$ cat config.mk
export PLATFORM = sky130hd
export DESIGN_NAME = pwm_evgen
export DESIGN_NICKNAME = d
export VERILOG_FILES = /design/src/rtl/pwm_evgen_pkg.sv /design/src/rtl/pwm_evgen_timer.sv /design/src/rtl/pwm_evgen_match.sv /design/src/rtl/pwm_evgen_action.sv /design/src/rtl/pwm_evgen.sv
export SDC_FILE = /design/constraint.sdc
export NUM_CORES = 1
export LEC_CHECK = 0
export ABC_AREA = 1
export BUFFER_PORTS_ARGS = -buffer_cell sky130_fd_sc_hd__buf_2
export CAP_MARGIN = 20
export CORE_MARGIN = 4
export CORE_UTILIZATION = 40
export CTS_CLUSTER_SIZE = 25
export DETAILED_ROUTE_END_ITERATION = 6
export GPL_ROUTABILITY_DRIVEN = 0
export PLACE_DENSITY = 0.75
export SLEW_MARGIN = 20
export SYNTH_ARGS = -nofsm -noshare
export SYNTH_HDL_FRONTEND = slang
export SYNTH_SLANG_ARGS = --single-unit
$ cat constraint.sdc
create_clock -name clk -period 2.1 [get_ports clk]
set_input_delay 0.63 -clock clk [delete_from_list [all_inputs] [get_ports clk]]
set_output_delay 0.63 -clock clk [all_outputs]
set_load 0.05 [all_outputs]
$ cat src/rtl/pwm_evgen_pkg.sv
package pwm_evgen_pkg;
    typedef enum logic [1:0] {
        ACT_HOLD   = 2'b00,
        ACT_TOGGLE = 2'b01,
        ACT_LOW    = 2'b10,
        ACT_HIGH   = 2'b11
    } act_e;

    // event slots, ascending priority
    localparam int EV_ZERO = 0;
    localparam int EV_LOAD = 1;
    localparam int EV_AUP  = 2;
    localparam int EV_ADN  = 3;
    localparam int EV_BUP  = 4;
    localparam int EV_BDN  = 5;
    localparam int NUM_EV  = 6;
    localparam int ACT_W   = 2;
    localparam int CFG_W   = NUM_EV * ACT_W;
    localparam int NUM_CMP = 2;
endpackage

$ cat src/rtl/pwm_evgen_timer.sv
module pwm_evgen_timer #(
    parameter int CNT_W = 16
) (
    input  logic             clk,
    input  logic             rst_n,
    input  logic             run_en,
    input  logic             mode_updown,
    input  logic             sync_clr,
    input  logic [CNT_W-1:0] load_val,
    output logic [CNT_W-1:0] cnt,
    output logic             dir,
    output logic             ev_zero,
    output logic             ev_load
);
    localparam logic [CNT_W-1:0] ONE = CNT_W'(1);

    typedef struct packed {
        logic [CNT_W-1:0] cnt;
        logic             dir;
    } tmr_st_t;

    tmr_st_t st_d, st_q;

    always_comb begin
        st_d = st_q;
        if (!run_en || sync_clr) begin
            st_d.cnt = '0;
            st_d.dir = 1'b0;
        end else if (!mode_updown) begin
            st_d.dir = 1'b0;
            st_d.cnt = (st_q.cnt == '0) ? load_val : st_q.cnt - ONE;
        end else if (st_q.dir) begin
            if (st_q.cnt >= load_val) begin
                st_d.dir = 1'b0;
                st_d.cnt = (st_q.cnt == '0) ? '0 : st_q.cnt - ONE;
            end else begin
                st_d.cnt = st_q.cnt + ONE;
            end
        end else if (st_q.cnt == '0) begin
            st_d.dir = (load_val != '0);
            st_d.cnt = (load_val == '0) ? '0 : ONE;
        end else begin
            st_d.cnt = st_q.cnt - ONE;
        end
    end

    always_ff @(posedge clk or negedge rst_n) begin
        if (!rst_n) st_q <= '0;
        else        st_q <= st_d;
    end

    assign cnt     = st_q.cnt;
    assign dir     = st_q.dir;
    assign ev_zero = run_en && (st_q.cnt == '0);
    assign ev_load = run_en && (st_q.cnt == load_val);


    down_step_chk: assert property (@(posedge clk) disable iff (!rst_n)
        (run_en && !mode_updown && !sync_clr && st_q.cnt != '0) |=> (st_q.cnt == $past(st_q.cnt) - ONE));

    up_step_chk: assert property (@(posedge clk) disable iff (!rst_n)
        (run_en && mode_updown && !sync_clr && st_q.dir && st_q.cnt < load_val) |=> (st_q.cnt == $past(st_q.cnt) + ONE));

    down_mode_dir_chk: assert property (@(posedge clk) disable iff (!rst_n)
        (!mode_updown) |=> !st_q.dir);

    sync_clear_chk: assert property (@(posedge clk) disable iff (!rst_n)
        sync_clr |=> (st_q.cnt == '0 && !st_q.dir));

    park_chk: assert property (@(posedge clk) disable iff (!rst_n)
        (!run_en) |=> (st_q.cnt == '0 && !st_q.dir));
endmodule

$ cat src/rtl/pwm_evgen_match.sv
module pwm_evgen_match #(
    parameter int CNT_W = 16
) (
    input  logic             run_en,
    input  logic [CNT_W-1:0] cnt,
    input  logic             dir,
    input  logic [CNT_W-1:0] cmp_val,
    output logic             hit,
    output logic             hit_up,
    output logic             hit_dn
);
    always_comb begin
        hit    = run_en && (cnt == cmp_val);
        hit_up = hit && dir;
        hit_dn = hit && !dir;
    end
endmodule

$ cat src/rtl/pwm_evgen_action.sv
module pwm_evgen_action
    import pwm_evgen_pkg::*;
(
    input  logic              clk,
    input  logic              rst_n,
    input  logic              run_en,
    input  logic [NUM_EV-1:0] ev,
    input  logic [CFG_W-1:0]  cfg,
    output logic              pwm
);
    typedef struct packed {
        logic lvl;
    } act_st_t;

    act_st_t st_d, st_q;
    act_e    win;

    // later slots overwrite earlier ones: B > A > load > zero
    always_comb begin
        win = ACT_HOLD;
        for (int i = 0; i < NUM_EV; i++) begin
            if (ev[i] && act_e'(cfg[i*ACT_W +: ACT_W]) != ACT_HOLD)
                win = act_e'(cfg[i*ACT_W +: ACT_W]);
        end
    end

    always_comb begin
        st_d = st_q;
        if (!run_en) begin
            st_d.lvl = 1'b0;
        end else begin
            unique case (win)
                ACT_TOGGLE: st_d.lvl = !st_q.lvl;
                ACT_LOW:    st_d.lvl = 1'b0;
                ACT_HIGH:   st_d.lvl = 1'b1;
                default:    st_d.lvl = st_q.lvl;
            endcase
        end
    end

    always_ff @(posedge clk or negedge rst_n) begin
        if (!rst_n) st_q <= '0;
        else        st_q <= st_d;
    end

    assign pwm = st_q.lvl;


    drive_high_chk: assert property (@(posedge clk) disable iff (!rst_n)
        (run_en && win == ACT_HIGH) |=> pwm);

    drive_low_chk: assert property (@(posedge clk) disable iff (!rst_n)
        (run_en && win == ACT_LOW) |=> !pwm);

    toggle_chk: assert property (@(posedge clk) disable iff (!rst_n)
        (run_en && win == ACT_TOGGLE) |=> (pwm != $past(pwm)));

    b_down_wins_chk: assert property (@(posedge clk) disable iff (!rst_n)
        (ev[EV_BDN] && cfg[EV_BDN*ACT_W +: ACT_W] != 2'b00) |-> (win == act_e'(cfg[EV_BDN*ACT_W +: ACT_W])));

    parked_low_chk: assert property (@(posedge clk) disable iff (!rst_n)
        (!run_en) |=> !pwm);
endmodule

$ cat src/rtl/pwm_evgen.sv
module pwm_evgen
    import pwm_evgen_pkg::*;
#(
    parameter int CNT_W = 16
) (
    input  logic             clk,
    input  logic             rst_n,
    input  logic             run_en,
    input  logic             mode_updown,
    input  logic             sync_clr,
    input  logic [CNT_W-1:0] load_val,
    input  logic [CNT_W-1:0] cmp_a_val,
    input  logic [CNT_W-1:0] cmp_b_val,
    input  logic [CFG_W-1:0] act_a_cfg,
    input  logic [CFG_W-1:0] act_b_cfg,
    output logic             pwm_a,
    output logic             pwm_b,
    output logic             dir,
    output logic             zero_p,
    output logic             load_p,
    output logic             cmpa_p,
    output logic             cmpb_p
);
    logic [CNT_W-1:0] cnt;
    logic             ev_zero, ev_load;
    logic [CNT_W-1:0] cmp_vals [NUM_CMP];
    logic [NUM_CMP-1:0] hit, hit_up, hit_dn;
    logic [CFG_W-1:0] cfgs [2];
    logic [1:0]       pwm_o;
    logic [NUM_EV-1:0] ev;

    assign cmp_vals[0] = cmp_a_val;
    assign cmp_vals[1] = cmp_b_val;
    assign cfgs[0]     = act_a_cfg;
    assign cfgs[1]     = act_b_cfg;

    pwm_evgen_timer #(.CNT_W(CNT_W)) timer_i (
        .clk(clk), .rst_n(rst_n), .run_en(run_en), .mode_updown(mode_updown),
        .sync_clr(sync_clr), .load_val(load_val), .cnt(cnt), .dir(dir),
        .ev_zero(ev_zero), .ev_load(ev_load)
    );

    for (genvar c = 0; c < NUM_CMP; c++) begin : g_cmp
        pwm_evgen_match #(.CNT_W(CNT_W)) match_i (
            .run_en(run_en), .cnt(cnt), .dir(dir), .cmp_val(cmp_vals[c]),
            .hit(hit[c]), .hit_up(hit_up[c]), .hit_dn(hit_dn[c])
        );
    end

    always_comb begin
        ev          = '0;
        ev[EV_ZERO] = ev_zero;
        ev[EV_LOAD] = ev_load;
        ev[EV_AUP]  = hit_up[0];
        ev[EV_ADN]  = hit_dn[0];
        ev[EV_BUP]  = hit_up[1];
        ev[EV_BDN]  = hit_dn[1];
    end

    for (genvar o = 0; o < 2; o++) begin : g_out
        pwm_evgen_action act_i (
            .clk(clk), .rst_n(rst_n), .run_en(run_en), .ev(ev),
            .cfg(cfgs[o]), .pwm(pwm_o[o])
        );
    end

    assign pwm_a  = pwm_o[0];
    assign pwm_b  = pwm_o[1];
    assign zero_p = ev_zero;
    assign load_p = ev_load;
    assign cmpa_p = hit[0];
    assign cmpb_p = hit[1];


    no_up_in_down_chk: assert property (@(posedge clk) disable iff (!rst_n)
        (run_en && !mode_updown && !$past(mode_updown)) |-> !(ev[EV_AUP] || ev[EV_BUP]));

    quiet_parked_chk: assert property (@(posedge clk) disable iff (!rst_n)
        (!run_en) |-> !(zero_p || load_p || cmpa_p || cmpb_p));
endmodule

After elaboration in Yosys (flattened, before gate mapping)
Index checks and enable logic that the tools add are counted.
{"block": "totals", "regBits": 19, "output_inout_bits": 7}
{"block": "op_classes", "n_addsub": 2, "n_lt_le_gt_ge": 1, "eq_ne": 11, "mux": 26, "reduce_logical": 40}
{"cell": "$mux 16", "count": 4}
{"cell": "$mux 17", "count": 3}
{"cell": "$eq 16x16->1", "count": 3}
{"cell": "$logic_not 16->1", "count": 2}
{"cell": "$mux 2", "count": 12}
{"cell": "$reduce_bool 2->1", "count": 12}
{"cell": "$logic_and 1x1->1", "count": 20}
{"cell": "$add 16x1->16 const B", "count": 1}
{"cell": "$ge 16x16->1", "count": 1}
{"cell": "$reduce_bool 16->1", "count": 1}
{"cell": "$sub 16x1->16 const B", "count": 1}
{"cell": "$eq 2x2->1 const B", "count": 4}
{"cell": "$ne 4x1->1 const B", "count": 2}
{"cell": "$pmux 1 s3", "count": 2}
{"cell": "$mux 1", "count": 5}
{"cell": "$eq 2x1->1 const B", "count": 2}
{"cell": "$logic_not 1->1", "count": 4}
{"cell": "$logic_or 1x1->1", "count": 1}

Longest topological paths before layout
Gate-level depths: netlist (run 1).
{"block": "depth", "depth_word": 12, "depth_mapped": 19, "ltp_nobuf": 18}

Hierarchy
From an unflattened synthesis (run 1), not the netlist that was laid out.
{"block": "hier_totals", "cells_unflattened": 626, "hier_area_um2": 3418.3}
{"module": "pwm_evgen_timer", "n_inst": 1, "cells_per_inst": 384, "area_each_um2": 2329.7, "seq_area_each_um2": 425.4}
{"module": "pwm_evgen_match", "n_inst": 2, "cells_per_inst": 82, "area_each_um2": 341.6, "seq_area_each_um2": 0.0}
{"module": "pwm_evgen_action", "n_inst": 2, "cells_per_inst": 39, "area_each_um2": 202.7, "seq_area_each_um2": 25.0}

Worst setup path before layout (run 1)
OpenSTA, ideal clock, no wires.
{"block": "synth_path", "path_type": "input -> register", "start": "input load_val[15]", "end": "register g_out[0].act_i.st_q", "setup_time_ns": 0.117, "arrival_ns": 2.667, "slack_ns": -0.683, "stages": 17, "cell_sequence": "inv_1 > ha_1 > nand2_1 > nor2_1 > nand2_1 > nor3_2 > nand2_1 > nand3_1 > nand2_1 > nand2_1 > nand2_1 > nand2_1 > nand2_1 > nand2_1 > nand2_1 > nor2_1 > nor2_1"}
{"block": "synth_between", "elab_chain_len": 11, "elab_cells_between_ends": 14, "classes_between": "5 x eq/ne; 7 x mux; 2 x reduce/logical"}
{"element": "start: declaration", "line": "pwm_evgen.sv:11", "text": "input logic [CNT_W-1:0] load_val,"}
{"element": "$eq 16x16->1 (*)", "line": "pwm_evgen_timer.sv:55", "text": "assign ev_load = run_en && (st_q.cnt == load_val);"}
{"element": "$logic_and 1x1->1 (*)", "line": "pwm_evgen_timer.sv:55"}
{"element": "via load_p", "line": "pwm_evgen.sv:20", "text": "output logic load_p,"}
{"element": "$logic_and 1x1->1 (*)", "line": "pwm_evgen_action.sv:22", "text": "if (ev[i] && act_e'(cfg[i*ACT_W +: ACT_W]) != ACT_HOLD)"}
{"element": "$mux 2 (*) (5 in series)", "line": "pwm_evgen_action.sv:22"}
{"element": "$eq 2x2->1 or $eq 2x1->1 (tied branches)", "line": "pwm_evgen_action.sv:32", "text": "unique case (win)"}
{"element": "$pmux 1 s3", "line": "pwm_evgen_action.sv:32"}
{"element": "$mux 1", "line": "pwm_evgen_action.sv:29", "text": "if (!run_en) begin"}
{"element": "end signal: assignment", "line": "pwm_evgen_action.sv:43", "text": "else st_q <= st_d;"}
{"element": "end: declaration", "line": "pwm_evgen_action.sv:15", "text": "act_st_t st_d, st_q;"}
The timed path passes the listed nets; every way through them passes the cells marked *.
A chain may end at the register's enable or synchronous reset.

Final worst setup path (run 1)
{"block": "layout_path", "start": "register timer_i.st_q (netlist bit timer_i.cnt[13])", "end": "output load_p"}
{"block": "layout_between", "elab_chain_len": 2}
{"element": "start: declaration", "line": "pwm_evgen_timer.sv:22", "text": "tmr_st_t st_d, st_q;"}
{"element": "start signal: assignment", "line": "pwm_evgen_timer.sv:49", "text": "else st_q <= st_d;"}
{"element": "$eq 16x16->1", "line": "pwm_evgen_timer.sv:55"}
{"element": "$logic_and 1x1->1", "line": "pwm_evgen_timer.sv:55"}
{"element": "end: declaration", "line": "pwm_evgen.sv:20"}
Every way passes these cells.

==> impl_metrics.ini, run 1 <==
[status]
outcome = finished, violations left
violations = setup timing

[sta]
finalWorstSetupSlack_ns = -0.313
max_clock_freq_ghz = 0.414
finalCritPeriodShare = 1.15
tns_ns = -3.48
max_slew_margin = 0.648
rsz0062_at_grt = yes
hold_viol = 0
worst_slew_pin_slew_ns = 0.528
finClkSkew_ns = 0.00438
setup_viol = 21
layout_min_cycle_time_ns = 2.41
maxSlewViolCount = 0

[finish]
regArea_um2 = 490
nNetsFinal = 939
n_fill_cell = 655
multi_input_area_um2 = 3160
n_antenna_cell = 0
drive_gt1_frac = 0.487
fin_cells = 947
area_growth_pct = 69.2

[floorplanning]
die_w_um = 102
die_y_um = 102
ioPinCount = 84
start_util = 0.418
dieArea_um2 = 10300
core_um2 = 8380
core.rowCount = 33

[power]
ir_drop_mv = 0.345
leakage_uw = 0.00305
power.total_uw = 3290
powerDensity_nw_per_um2 = 554

[synthesis]
yosysTopAreaCellShare = 0.191
ys_seq_area_frac = 0.136
synthCells = 628
ys_seq_elements = 19
synth_area_per_cell_um2 = 5.58
yosysTopAreaCell = nand2_1
netlist_area_um2 = 3510
synth_cell_types = 37
synth_fp_nets = 724
yosys_warnings = 0
synthTopCellsByArea = nand2_1 19%, dfrtp_1 14%, nor2_1 9.3%

[global_route]
grt_first_pass_wirelength_um = 22000
grt_max_degree = 20
grt_pass1_vias = 4702
track_usage = 0.265
grt_overflow = 0
grt_antenna_before_repair = 0

[cts]
htree_levels = 1
cts_tree = yes
numCtsBuffers = 3
clock_latency_ns = 0.27
clock_sinks = 19
clkTransAtPathRegs_ns = 0.08
clock_path_buffers = 2
clk_root_buffer_cell = clkbuf_8

[placement]
hpwlAfterDp_um = 10900
place_inst = 904
port_buffers = 83

[setup_path]
reg2reg_from = timer_i.cnt[1]
critPathKind = reg -> out
slowest_delay_ns = 0.49
crit_top_cell = nand2_4
crit_family = simple AND/OR/NAND/NOR gates
startpoint_type = flip-flop
critPathRequiredTime_ns = 1.47
critical_path.max_fanout = 6
critPathBufInv = 1
rrSetupSlack_ns = -0.29
crit_chain = ha_4 -> nand2_4 -> nor2_4 -> nand2_4 -> nor3_4 -> buf_6
arrival_ns = 1.78
r2r-end = g_out[1].act_i.pwm
reg2regPathDepth = 19
cp-end-kind = output port
slowest_stage = dfrtp_2

[drt]
first_iter_violations = 485
antenna_left = 0
vias = 5244
wl_um = 15500
viasPerCell = 5.54
drcViolationCount = 0
wire_per_inst_um = 16.4
first_pass_iters = 7

[worst_hold_path]
min_path_type = in -> async

[flow_run]
maxCapViolCount = 0
[per-stage QoR]
stage                     cell area [um^2]  worst slack [ns]  utilization  hold slack (ns)
after floorplan                       3740            -0.367            -            0.334
after global placement                4970            -0.425        0.593            0.614
after detailed placement              4970            -0.566        0.593            0.627
after CTS                             5410            -0.231        0.645            0.337
after global routing                  5930            -0.459        0.708            0.348
final                                 5930            -0.313        0.708            0.324
[how the worst max path moves through the flow]
stage          slack (ns)  cells after the start                 end            start
2_1_floorplan       -0.37                     18  g_out[0].act_i.pwm     load_val[13]
3_3_place_gp        -0.42                      8              load_p     load_val[13]
3_5_place_dp        -0.57                     18  g_out[0].act_i.pwm      load_val[5]
4_1_cts             -0.23                      6              load_p   timer_i.cnt[6]
5_1_grt             -0.46                     20  g_out[1].act_i.pwm   timer_i.cnt[0]
6_report            -0.31                      6              load_p  timer_i.cnt[13]
[flip-flops by register name, summed over array words and instances (netlist names)]
name             flops
timer_i.dir          1
g_out.act_i.pwm      2
timer_i.cnt         16
[cell families (layout without fill, tap and decap cells)]
| kind of cell | Yosys count | after routing | synth area share |
|---|---|---|---|
| compound gates | 95 | 95 | 0.152 |
| xor+xnor | 22 | 22 | 0.0549 |
| fa+ha+maj | 19 | 19 | 0.0678 |
| buf+inv | 115 | 329 | 0.134 |
| flops | 19 | 19 | 0.136 |
| simple gates | 358 | 358 | 0.455 |
[synthesized netlist by cell type]
cell type and instances:
nand2_1 178, nor2_1 87, inv_1 76, a21oi_1 34
o21ai_0 33, nand3_1 29, nand4_1 21, dfrtp_1 19
ha_1 19, inv_2 18, xor2_1 16, o211ai_1 15
nor3_1 9, buf_2 8, or2_2 7, buf_4 6
nor2_2 6, xnor2_1 6, o21ai_1 5, a211oi_1 4
clkbuf_1 4, nand2_2 4, nor3_2 4, clkinv_1 2
nand3_2 2, nand3b_1 2, nor2_4 2, nor3_4 2
nor4_1 2, a31oi_1 1, a32o_1 1, and2_1 1
buf_6 1, nand4_2 1, nor4_2 1, o21bai_1 1
o22ai_1 1
[where the power goes]
group	switching (uW)	total (uW)	internal [uW]
Clock	141	276	136
Combinational	1380	2500	1110
Sequential	96.3	514	418
Total	1620	3290	1670
[worst reg2reg max path, cell delays in order (launching register included)]
cell and delay, ns:
dfrtp_2 0.47, buf_12 0.15, ha_4 0.26, nand2_2 0.05, nor2_2 0.08, nand2_2 0.08
buf_6 0.12, nor2_4 0.17, o211ai_1 0.13, nand2_1 0.08, nand2_1 0.09, inv_2 0.08
nand2_2 0.06, nand3_2 0.06, nand2_2 0.05, nand2_2 0.06, a21oi_2 0.06, nand2_1 0.08
nand2_1 0.05, nor2_1 0.13
[per-layer routing]
layer	track usage	vias up	wire, um
li1	-	2448	-
met5	0	-	0
met4	0.0838	0	478
met1	0.355	2404	6090
met2	0.440	337	7390
met3	0.0372	55	1550
[cell type report]
class                      count  share of cell area
inverter                      96              0.0717
tap                          105              0.0221
multi-input combinational    494               0.533
timing repair buffer         229               0.283
clock buffer                   4             0.00759
sequential                    19              0.0826
[cells in the final DEF, fill, tap and decap left out, types with 18 or more instances in the layout]
| cell type | instances |
|---|---|
| buf_6 | 23 |
| o21ai_0 | 23 |
| nand3_1 | 18 |
| a21oi_1 | 25 |
| nor2_1 | 70 |
| nand2_1 | 141 |
| inv_1 | 57 |
| buf_2 | 75 |
| nand2_2 | 30 |
| inv_2 | 28 |
| buf_4 | 125 |
| nand4_1 | 21 |
[what timing repair did]
item	in CTS	in global routing
resized for setup	78	104
buffers inserted	17	21
endpoints found under the setup margin	21	22
gates cloned	1	0
pin swaps	27	76
hold buffers	0	0
(Power assumes the default switching activity.)
==> run 2: changes to the inputs <==
--- a/config.mk
+++ b/config.mk
@@ -14,6 +14,7 @@
 export DETAILED_ROUTE_END_ITERATION = 6
 export GPL_ROUTABILITY_DRIVEN = 0
 export PLACE_DENSITY = 0.75
+export SETUP_SLACK_MARGIN = 0.3
 export SLEW_MARGIN = 20
 export SYNTH_ARGS = -nofsm -noshare
 export SYNTH_HDL_FRONTEND = slang
==> run 2 against run 1 <==
Compared with the run above:
- the flow finishes with violations (DRC, setup timing)
- final area up 6.3%
- sequential share of layout area down 0.55 points
- register-to-register slack lost 0.18 ns
- maximum frequency fell by 6.0%
- hold slack better by 0.0073 ns
- first-iteration DRC count rose by 59%
- cell count is 2.1% higher
- critical endpoint is now g_out[0].act_i.pwm
- via count increased by 11%
- clock skew barely moved
- largest cell class unchanged
- combinational power rose by 18%
- non-clock buffer count rose by 20
- worst setup slack got worse by 0.15 ns
==> impl_metrics.ini, run 2 (synthesis gave the netlist of run 1 again) <==
[status]
outcome = finished, violations left
violations = DRC, setup timing

[sta]
hold_slack_ns = 0.331
hold_viol = 0
finClkSkew_ns = 0.00393
max_clock_freq_ghz = 0.390
layout_min_cycle_time_ns = 2.57
finalWorstSetupSlack_ns = -0.467
rsz0062_at_grt = yes
worst_slew_pin_slew_ns = 0.564
maxSlewViolCount = 0
max_slew_margin = 0.620
finalCritPeriodShare = 1.22
setup_viol = 21

[power]
combPwrFrac = 0.793
ir_drop_mv = 0.316
powerDensity_nw_per_um2 = 587
intPower_uw = 1790
leakage_uw = 0.00325
switching_share = 0.517
seqPwrFrac = 0.132
p_clk_frac = 0.075
p_switching_uw = 1910

[setup_path]
slowest_stage = dfrtp_1
critical_path.max_fanout = 8
crit_chain = inv_2 -> ha_4 -> buf_4 -> nand3_1 -> nor2_2 -> nand2_4 -> nor2_1 -> nand2_1 -> nand2_1 -> nand2_1 -> clkinv_1 -> nand2_1 -> nand3_1 -> nand2_1 -> nand2_1 -> a21oi_1 -> nand2_1 -> nand2_1 -> nor2_1
reg2regPathDepth = 19
startpoint_type = flip-flop
crit_top_cell = nand2_1
rrSetupSlack_ns = -0.47
arrival_ns = 2.76
slowest_delay_ns = 0.42
cp-end-kind = flip-flop
critPathKind = reg -> reg
critPathRequiredTime_ns = 2.29

[finish]
drive_gt1_frac = 0.519
largest_reg_flops = 16
final_common_cell = nand2_1
n_fill_cell = 575
final_area_um2 = 6310
utilization = 0.753
layout_common_cells = 141 x nand2_1, 130 x buf_4, 73 x buf_2, 63 x nor2_1, 55 x inv_1
nNetsFinal = 959
area_growth_pct = 79.9
n_antenna_cell = 0

[worst_hold_path]
min_path_type = in -> async

[cts]
numCtsBuffers = 3
clk_root_buffer_cell = clkbuf_8
clock_latency_ns = 0.26
clock_path_buffers = 2
clock_sinks = 19
cts_tree = yes
clkTransAtPathRegs_ns = 0.08
ctsHoldBuffers = 0
htree_levels = 1

[floorplanning]
core.rowCount = 33
core_um2 = 8380
die_w_um = 102
dieArea_um2 = 10300
ioPinCount = 84
start_util = 0.418
die_y_um = 102

[global_route]
grt_first_pass_wirelength_um = 23800
grt_pass1_vias = 5215
track_usage = 0.287
grt_antenna_before_repair = 0
grt_max_degree = 20
grt_overflow = 0

[flow_run]
maxCapViolCount = 0

[placement]
pre_cts_ws_ns = -0.510
placed_cell_area_um2 = 5040
port_buffers = 83
hpwlAfterDp_um = 10900

[drt]
first_pass_iters = 7
wl_um = 18500
vias = 5799
drcViolationCount = 5
viasPerCell = 6.00
wire_per_inst_um = 19.2
first_iter_violations = 770
antenna_left = 0
## run 2: cell count changes in the layout (fill, tap and decap cells not counted), sizes merged
cell    previous run  this run
buf              229       248
clkbuf             4         5
## run 2: power groups by stage
stage | sequential (uW) | combinational, uW | clock (uW)
3_3_place_gp | 485 | 1880 | 0
6_report | 489 | 2940 | 277
3_5_place_dp | 489 | 1940 | 0
5_1_grt | 489 | 3080 | 287
4_1_cts | 487 | 2380 | 274
2_1_floorplan | 488 | 1200 | 0
## run 2: stage by stage
stage | cells | total power, uW | TNS (ns)
after global placement | 898 | 2370 | -6.65
final | 967 | 3700 | -5.84
after detailed placement | 898 | 2430 | -7.90
after global routing | 967 | 3860 | -7.00
after floorplan | 628 | 1680 | -1.36
after CTS | 947 | 3140 | -1.27
## run 2: timing repair
| item | in CTS | in global routing |
|---|---|---|
| resized for setup | 122 | 83 |
| pin swaps | 72 | 45 |
| cloned | 0 | 1 |
| setup buffers | 45 | 19 |
| setup endpoints to repair | 24 | 23 |
## run 2: worst paths after layout
path                                 endpoint            from
max in group asynchronous      timer_i.cnt[3]           rst_n
max reg2reg                g_out[0].act_i.pwm  timer_i.cnt[0]
min in group clk                  timer_i.dir     timer_i.dir
min                           timer_i.cnt[11]           rst_n
min reg2reg                       timer_i.dir     timer_i.dir
max                        g_out[0].act_i.pwm  timer_i.cnt[0]
## run 2: metal layers
metal / share of wire / track usage / wire, um / vias up
met3: 0.12 / 0.0399 / 2180 / 200
met5: 0 / 0 / 0 / -
met4: 0.098 / 0.122 / 1810 / 0
met1: 0.34 / 0.356 / 6250 / 2557
met2: 0.45 / 0.495 / 8300 / 545
li1: - / - / - / 2497
## run 2: worst max-delay path: cells and delay by family, from the launching register on
kind | cells | cell delay [ns]
simple gates | 14 | 1.32
flops | 1 | 0.42
buf+inv | 3 | 0.41
fa+ha+maj | 1 | 0.22
compound gates | 1 | 0.10
## run 2: final cells by class
class | instances | area (um^2) | share of cell area
Clock buffer | 4 | 45.0 | 0.00714
Inverter | 96 | 425 | 0.0674
Multi-Input combinational cell | 494 | 3290 | 0.522
Sequential cell | 19 | 487 | 0.0771
Tap cell | 105 | 131 | 0.0208
Timing Repair Buffer | 249 | 1930 | 0.305
==> run 3: changes to the inputs <==
--- a/config.mk
+++ b/config.mk
@@ -5,7 +5,7 @@
 export SDC_FILE = /design/constraint.sdc
 export NUM_CORES = 1
 export LEC_CHECK = 0
-export ABC_AREA = 1
+export ABC_AREA = 0
 export BUFFER_PORTS_ARGS = -buffer_cell sky130_fd_sc_hd__buf_2
 export CAP_MARGIN = 20
 export CORE_MARGIN = 4
@@ -13,7 +13,7 @@
 export CTS_CLUSTER_SIZE = 25
 export DETAILED_ROUTE_END_ITERATION = 6
 export GPL_ROUTABILITY_DRIVEN = 0
-export PLACE_DENSITY = 0.75
+export PLACE_DENSITY = 0.76
 export SETUP_SLACK_MARGIN = 0.3
 export SLEW_MARGIN = 20
 export SYNTH_ARGS = -nofsm -noshare
==> run 3 against run 2 <==
Compared with the run above:
- the flow finishes with violations (setup timing)
- non-clock buffer count decreased by 31
- core utilization decreased by 2.1 points
- maximum frequency shrank 7.7%
- synthesized area fell by 13%
- final area decreased by 15%
- count of clock-buffer cells in the layout down 1
- total power grew 93%
==> impl_metrics.ini, run 3 <==
[status]
outcome = finished, violations left
violations = setup timing

[setup_path]
slowest_stage = dfrtp_1
critical_path.max_fanout = 10
reg2regPathDepth = 10
startpoint_type = flip-flop
rrSetupSlack_ns = -0.60
critPathKind = reg -> out
cp-end-kind = output port
slowest_delay_ns = 0.43
arrival_ns = 2.15
critPathRequiredTime_ns = 1.47
crit_chain = buf_4 -> xor2_1 -> nor3_1 -> nor4bb_4 -> buf_6

[cts]
clock_sinks = 19
clock_latency_ns = 0.28
htree_levels = 1
cts_tree = yes
clock_path_buffers = 2
clk_root_buffer_cell = clkbuf_8
numCtsBuffers = 3
ctsHoldBuffers = 0
clkTransAtPathRegs_ns = 0.10

[global_route]
grt_max_degree = 20
grt_overflow = 0
grt_first_pass_wirelength_um = 21900
grt_antenna_before_repair = 0
grt_pass1_vias = 4435
track_usage = 0.310

[floorplanning]
core_um2 = 7330
die_y_um = 95.5
ioPinCount = 84
start_util = 0.417
core.rowCount = 31
die_w_um = 95.5
dieArea_um2 = 9110

[finish]
area_growth_pct = 75.5
drive_gt1_frac = 0.543
layout_common_cells = 107 x buf_4, 74 x buf_2, 31 x buf_6, 30 x nor2_1, 29 x xnor2_1
n_antenna_cell = 0
final_common_cell = buf_4
largest_reg_flops = 16
nNetsFinal = 696
fin_cells = 698
final_area_um2 = 5370

[sta]
worst_slew_pin_slew_ns = 0.548
max_clock_freq_ghz = 0.359
finalWorstSetupSlack_ns = -0.682
max_slew_margin = 0.635
finalCritPeriodShare = 1.32
layout_min_cycle_time_ns = 2.78
maxSlewViolCount = 0
rsz0062_at_grt = yes
tns_ns = -8.83
hold_viol = 0
setup_viol = 23
finClkSkew_ns = 0.0101

[drt]
vias = 4464
wire_per_inst_um = 22.8
antenna_left = 0
drcViolationCount = 0
wl_um = 15900
first_iter_violations = 488
first_pass_iters = 6
viasPerCell = 6.40

[power]
ir_drop_mv = 0.975
leakage_uw = 0.00241
powerDensity_nw_per_um2 = 1330

[placement]
port_buffers = 83
placed_cell_area_um2 = 4510
hpwlAfterDp_um = 9680
place_inst = 657

[synthesis]
ys_seq_area_frac = 0.155
synthFlopType = dfrtp_1
yosysTopAreaCellShare = 0.155
yosysMostFrequentCell = nor2_1
synthCells = 405
synth_fp_nets = 501
ys_seq_elements = 19
netlist_area_um2 = 3060
synth_common_cells = 40 x nor2_1, 33 x xnor2_1, 26 x nand2_1
synthTopCellsByArea = dfrtp_1 16%, xnor2_1 9.4%, ha_1 7.8%
async_flop_share = 1.00
yosysTopAreaCell = dfrtp_1
synth_edf_count = 0
synth_cell_types = 55
synth_area_per_cell_um2 = 7.55
yosys_warnings = 0

[worst_hold_path]
min_path_type = in -> async

[flow_run]
maxCapViolCount = 0
run 3: repair_timing:
action	CTS	global route
setup buffers	24	13
resized for setup	71	51
setup endpoints to repair	24	24
pin swaps	51	30
hold endpoints to repair	0	0
run 3: cell families after synthesis:
| group | synth area share |
|---|---|
| buffers and inverters | 0.0683 |
| multiplexers | 0.0196 |
| adder cells (fa/ha/maj) | 0.0777 |
| AND/OR/NAND/NOR | 0.309 |
| AO/OA/AOI/OAI | 0.209 |
| flip-flops | 0.155 |
| XOR/XNOR | 0.160 |
run 3: layout make-up:
cell class	instances	area, um^2
multi-input cells	337	3000
repair buffers	218	1620
clock inverters	1	5.00
clock buffers	3	41.3
flip-flops and latches	19	480
inverters	21	101
fillers	446	1960
well taps	99	124
run 3: critical path, delay by kind of cell, from the launching register on:
kind / cells / cell delay (ns)
buffers and inverters: 2 / 0.41
DFF: 1 / 0.43
and+or+nand+nor: 2 / 0.83
xor gates and xnor gates: 1 / 0.20
run 3: worst paths after layout:
path | start | end
min in group clk | sync_clr | timer_i.cnt[3]
max in group asynchronous | rst_n | timer_i.dir
setup reg to reg | timer_i.cnt[3] | g_out[0].act_i.pwm
hold / removal | rst_n | timer_i.cnt[7]
setup / recovery | timer_i.cnt[3] | cmpb_p
hold reg to reg | timer_i.cnt[0] | timer_i.cnt[0]
run 3: metrics by stage:
stage	total power (uW)	hold WS (ns)	setup slack, ns	utilization
floorplan	3450	0.334	-0.622	-
global placement	4880	0.633	-0.814	0.615
detailed placement	5030	0.642	-0.889	0.615
CTS	6120	0.338	-0.607	0.688
global route	7400	0.333	-0.804	0.732
finish	7130	0.320	-0.682	0.732
run 3: power breakdown:
part	total, uW	internal, uW	leakage (uW)	switching [uW]
logic	6220	2980	0.00213	3240
registers	602	474	0.000252	129
clock network	302	133	0.0000255	169
run 3: per-layer routing:
metal	part of all wire	up-vias	GRT usage
met5	0	-	0
met4	0.081	0	0.165
met3	0.10	139	0.0545
met2	0.47	378	0.534
met1	0.34	2062	0.365
li1	-	1885	-
